<file path="src/rtl/rtc_irq_pkg.sv">
package rtc_irq_pkg;
    localparam int ADDR_W  = 4;
    localparam int DATA_W  = 8;
    localparam int NUM_EVT = 3;
    localparam int AUX_W   = 6;

    localparam logic [ADDR_W-1:0] ADDR_STATUS = 4'hC;
    localparam logic [ADDR_W-1:0] ADDR_VALID  = 4'hD;

    // event index inside the flag vector; status bit = index + 4
    localparam int EV_UPD = 0;
    localparam int EV_ALM = 1;
    localparam int EV_PER = 2;
    localparam int BIT_SUM = 7;
    localparam int BIT_VLD = 7;
endpackage

</file>
<file path="src/rtl/rtc_evt_flag.sv">
module rtc_evt_flag (
    input  logic clk,
    input  logic rst_n,
    input  logic set_i,
    input  logic clr_i,
    output logic flag_o
);
    // a set on the clearing cycle wins, so no event is lost
    always_ff @(posedge clk or negedge rst_n) begin
        if (!rst_n)
            flag_o <= 1'b0;
        else
            flag_o <= (flag_o & ~clr_i) | set_i;
    end
endmodule

</file>
<file path="src/rtl/rtc_aux_field.sv">
module rtc_aux_field #(
    parameter int WIDTH = 6
) (
    input  logic             clk,
    input  logic             rst_n,
    input  logic             wr_i,
    input  logic [WIDTH-1:0] wdata_i,
    output logic [WIDTH-1:0] q_o
);
    always_ff @(posedge clk or negedge rst_n) begin
        if (!rst_n)
            q_o <= '0;
        else if (wr_i)
            q_o <= wdata_i;
    end
endmodule

</file>
<file path="src/rtl/rtc_irq_status.sv">
module rtc_irq_status
    import rtc_irq_pkg::*;
(
    input  logic              clk,
    input  logic              rst_n,
    input  logic              evt_periodic,
    input  logic              evt_alarm,
    input  logic              evt_update,
    input  logic              en_periodic,
    input  logic              en_alarm,
    input  logic              en_update,
    input  logic              batt_low,
    input  logic              host_strobe,
    input  logic              host_write,
    input  logic [ADDR_W-1:0] host_addr,
    input  logic [DATA_W-1:0] host_wdata,
    output logic [DATA_W-1:0] host_rdata,
    output logic              irq_n
);
    localparam int FLAG_LSB = BIT_SUM - NUM_EVT;

    logic [NUM_EVT-1:0] evt_vec, en_vec, flags;
    logic [AUX_W-1:0]   aux_q;
    logic               rd_status, rd_valid, wr_valid, summary;
    logic [DATA_W-1:0]  status_word, valid_word, rd_mux;

    assign evt_vec = {evt_periodic, evt_alarm, evt_update};
    assign en_vec  = {en_periodic, en_alarm, en_update};

    assign rd_status = host_strobe & ~host_write & (host_addr == ADDR_STATUS);
    assign rd_valid  = host_strobe & ~host_write & (host_addr == ADDR_VALID);
    assign wr_valid  = host_strobe &  host_write & (host_addr == ADDR_VALID);

    for (genvar i = 0; i < NUM_EVT; i++) begin : g_flag
        rtc_evt_flag u_flag (
            .clk   (clk),
            .rst_n (rst_n),
            .set_i (evt_vec[i]),
            .clr_i (rd_status),
            .flag_o(flags[i])
        );
    end

    rtc_aux_field #(.WIDTH(AUX_W)) u_aux (
        .clk    (clk),
        .rst_n  (rst_n),
        .wr_i   (wr_valid),
        .wdata_i(host_wdata[AUX_W-1:0]),
        .q_o    (aux_q)
    );

    assign summary = |(flags & en_vec);
    assign irq_n   = ~summary;

    always_comb begin
        status_word = '0;
        status_word[BIT_SUM] = summary;
        status_word[FLAG_LSB +: NUM_EVT] = flags;
        valid_word = '0;
        valid_word[BIT_VLD] = ~batt_low;
        valid_word[AUX_W-1:0] = aux_q;
        if (rd_status)
            rd_mux = status_word;
        else if (rd_valid)
            rd_mux = valid_word;
        else
            rd_mux = '0;
    end

    always_ff @(posedge clk or negedge rst_n) begin
        if (!rst_n)
            host_rdata <= '0;
        else if (host_strobe && !host_write)
            host_rdata <= rd_mux;
    end

    // ---------------- assertions ----------------
    assert_evt_sets_R2: assert property (@(posedge clk) disable iff (!rst_n)
        evt_alarm |=> (host_rdata == host_rdata) && !irq_n || !en_alarm);
    assert_flag_sticky_R2: assert property (@(posedge clk) disable iff (!rst_n)
        (flags[EV_PER] && !rd_status) |=> flags[EV_PER]);
    assert_read_clears_R5: assert property (@(posedge clk) disable iff (!rst_n)
        (rd_status && evt_vec == '0) |=> (flags == '0) && irq_n);
    assert_coincide_keeps_R6: assert property (@(posedge clk) disable iff (!rst_n)
        (rd_status && evt_update) |=> flags[EV_UPD]);
    assert_low_nibble_R7: assert property (@(posedge clk) disable iff (!rst_n)
        rd_status |=> (host_rdata[3:0] == 4'h0));
    assert_battery_R8: assert property (@(posedge clk) disable iff (!rst_n)
        (rd_valid && batt_low) |=> (host_rdata[BIT_VLD] == 1'b0) && (host_rdata[6] == 1'b0));
    assert_no_enable_R4: assert property (@(posedge clk) disable iff (!rst_n)
        (en_vec == '0) |-> irq_n);
    assert_rdata_hold_R10: assert property (@(posedge clk) disable iff (!rst_n)
        !(host_strobe && !host_write) |=> $stable(host_rdata));
endmodule

</file>
<file path="config.mk">
export PLATFORM = sky130hd
export DESIGN_NAME = rtc_irq_status
export DESIGN_NICKNAME = d
export VERILOG_FILES = /design/src/rtl/rtc_irq_pkg.sv /design/src/rtl/rtc_evt_flag.sv /design/src/rtl/rtc_aux_field.sv /design/src/rtl/rtc_irq_status.sv
export SDC_FILE = /design/constraint.sdc
export NUM_CORES = 1
export LEC_CHECK = 0
export BUFFER_PORTS_ARGS = -buffer_cell sky130_fd_sc_hd__buf_4
export CAP_MARGIN = 20
export CORE_ASPECT_RATIO = 1.1
export CORE_MARGIN = 2
export CORE_UTILIZATION = 45
export DETAILED_ROUTE_END_ITERATION = 10
export PLACE_DENSITY = 0.74
export SKIP_LAST_GASP = 1
export SLEW_MARGIN = 20
export SYNTH_ARGS = -nofsm -noshare
export SYNTH_HDL_FRONTEND = slang
export SYNTH_HIERARCHICAL = 1
export SYNTH_SLANG_ARGS = --single-unit
</file>
<file path="constraint.sdc">
create_clock -name clk -period 1.34 [get_ports clk]
set_input_delay 0.067 -clock clk [delete_from_list [all_inputs] [get_ports clk]]
set_output_delay 0.067 -clock clk [all_outputs]
set_load 0.01 [all_outputs]
</file>
==> metrics <==
Synth Cell Area 737 sq um; worst min path class in2reg; Post-Syn Instances 51; largest area contributor in the synthesized netlist dfrtp_1; Avg Cell Area, Syn 14.5 sq um; top post-synthesis cells by area dfrtp_1, mux2_4, a22o_1; number of distinct library cells after synthesis 17; CTS tree built; area grow syn2layout 40.9%; WL/cell 14.7 microns; R2R cell count 3; Max Cap Viol 0; Slowest cell on crit path a222oi_1; critical path peak fanout 2; Seq cells post-synth 17; failing checks negative setup slack; Final #Nets 112; fmax 0.726 GHz; first-pass GRT wire length 2490 microns; Clk pin slew, worst setup/hold paths 100 ps; Die Ht 46.4 microns; Avg Vias per Cell 5.30; number of antenna diodes 0; RSZ-0062 raised after global routing yes; worst slack at placement 48.8 ps; RD Place Congestion 0.744; Sw Ratio 23.4%; DR vias 556; slew margin rel. 62.7%; data required time of the worst path 1270 ps; vias in the first global route 592; Hold Path Stages 2; CTS root buf clkbuf_4; share of async-settable or async-resettable flops after synthesis 100%; CP endpoint kind output pin; WP data arrival 1310 ps; status complete, but fails checks; fin crit period 1380 ps; Levels on crit path 2; Resized Gates After CTS 0; Critical Path Source Type flip-flop; Pwr Density 990 nW/um^2; DRC Markers 0; combinational share of power 16.9%; CTS Buffer Depth 2; Synth top cells by count dfrtp_1, mux2_4, a22o_1; CTS Buf Count 3; dpl cells 95; drt pass-1 iters 4; Int Pwr 0.788 mW; clk_skew 6.38 ps; die area 1980 sq um; initial drt markers 2; I/O Pins 32; Setup WS post-layout -37.9 ps; chip width 42.6 microns; leak pwr 0.518 nW; Clock Sinks 17; Initial Utilization 47.3%; top cell type's share of synthesized area 57.7%; CP peak stage delay 440 ps; Tot GR Track Use 17.9%; Crit path buffers/inverters 1; Final Hold Fails 0; part of the power in the clock network 26.0%; period utilization 103%; final setup fails 1; clk_lat worst skew 290 ps; core box area 1560 sq um; number of synthesized flops with an enable pin 0; Synth Net Count 74; Setup Crit Path Kind reg2out; Port Buffers 29; initial antenna violation count 0; layout cells sized above 1 50.0%; Slew Viols, Final 0; Routed WL 1550 microns; GRT overflow 0; antenna viol nets, final 0; non-filler cells, final 105; sequential cell area fraction in the yosys report 57.7%; Final Util 66.7%; H-tree levels 1; count leader, synth dfrtp_1; main flop type after synthesis dfrtp_1; largest net degree at the start of global routing 18; Cell Rows 15; dpl hpwl 1090 microns; measured slew at the worst slew-check pin 558 ps; sequential power share 57.1%; NetSw 0.241 mW; count of synthesis-stage warnings from yosys 6; cells along the critical path a222oi_1 > buf_4; VDD IR-drop max 0.553 mV; CP top delay family compound AO/OA/AOI/OAI gates
-- path summary, 6_finish.rpt --
check	slack, ps	to	startpoint
hold / removal	2	u_aux/q_o[2]$_DFFE_PN0P_	host_wdata[2]
hold reg to reg	510	host_rdata[1]$_DFFE_PN0P_	u_aux/q_o[1]$_DFFE_PN0P_
setup / recovery	-40	irq_n	g_flag[0].u_flag/flag_o$_DFF_PN0_
min in group asynchronous	170	u_aux/q_o[0]$_DFFE_PN0P_	rst_n
setup reg to reg	10	host_rdata[7]$_DFFE_PN0P_	g_flag[0].u_flag/flag_o$_DFF_PN0_
max in group asynchronous	990	g_flag[0].u_flag/flag_o$_DFF_PN0_	rst_n
-- stage by stage --
step / TNS [ps] / area (sq um) / hold slack, ps / power, mW
after floorplan: -9.18 / 737 / -229 / 0.672
after global placement: 0 / 956 / -61.6 / 0.752
after detailed placement: 0 / 956 / -61.6 / 0.761
after CTS: -65.2 / 1030 / 0.663 / 1.04
after global routing: -185 / 1040 / 3.85 / 1.07
final: -37.9 / 1040 / 1.83 / 1.03
-- worst register-to-register path, cell delays in order, from the launching register on --
cell and delay (ps):
dfrtp_1 390, a222oi_1 440, nor4_1 120, a221o_1 280
-- power groups by stage --
stage / Sequential [mW] / Clock [mW] / Combinational, mW
after floorplan: 0.592 / 0 / 0.0798
after global placement: 0.594 / 0 / 0.159
after detailed placement: 0.598 / 0 / 0.163
after CTS: 0.588 / 0.274 / 0.175
after global routing: 0.593 / 0.285 / 0.188
final: 0.587 / 0.267 / 0.174
-- flip-flops by register name, summed over array words and instances (netlist names) --
| signal | count |
|---|---|
| host_rdata | 8 |
| u_aux/q_o | 6 |
| g_flag.u_flag/flag_o | 3 |
-- metal layers --
metal	vias up	share of wire [%]	GRT usage [%]
li1	259	-	-
met1	278	39	20.2
met2	17	55	31.4
met3	2	4.6	3.92
met4	0	1.2	11.3
met5	-	0	0
-- cell type report --
class / instances / area [sq um]
clock buffers: 3 / 22.5
clock inverters: 1 / 5.00
fillers: 121 / 519
inverters: 4 / 15.0
multi-input cells: 27 / 269
flip-flops and latches: 17 / 425
well taps: 17 / 21.3
repair buffers: 36 / 280
-- cells by family (layout without fill, tap and decap cells) --
kind of cell	Yosys count	after routing	synth area share [%]
buffers and inverters	7	44	5.77
flip-flops	17	17	57.7
AND/OR/NAND/NOR	9	9	9.85
AO/OA/AOI/OAI	12	12	14.4
multiplexers	6	6	12.2
-- what timing repair did --
action / CTS / global route
pin swaps: 1 / 2
hold endpoints to repair: 20 / 0
gates cloned: 0 / 0
setup buffers: 1 / 1
setup endpoints to repair: 1 / 2
hold buffers: 4 / 0
-- cells in the final DEF, fill, tap and decap left out --
master         Yosys  layout
buf_4              0      32
dfrtp_1           17      17
mux2_4             6       6
a22o_1             5       5
inv_1              4       4
dlygate4sd3_1      0       4
a221o_1            3       3
clkbuf_4           0       3
a21o_1             3       3
and2_1             2       2
nand2b_4           1       1
nand3b_1           1       1
nor3_2             1       1
and4b_1            1       1
and3_1             1       1
a222oi_1           1       1
nor2b_1            1       1
nor4_1             1       1
clkinv_2           0       1
Power figures use the tool's default switching activity.
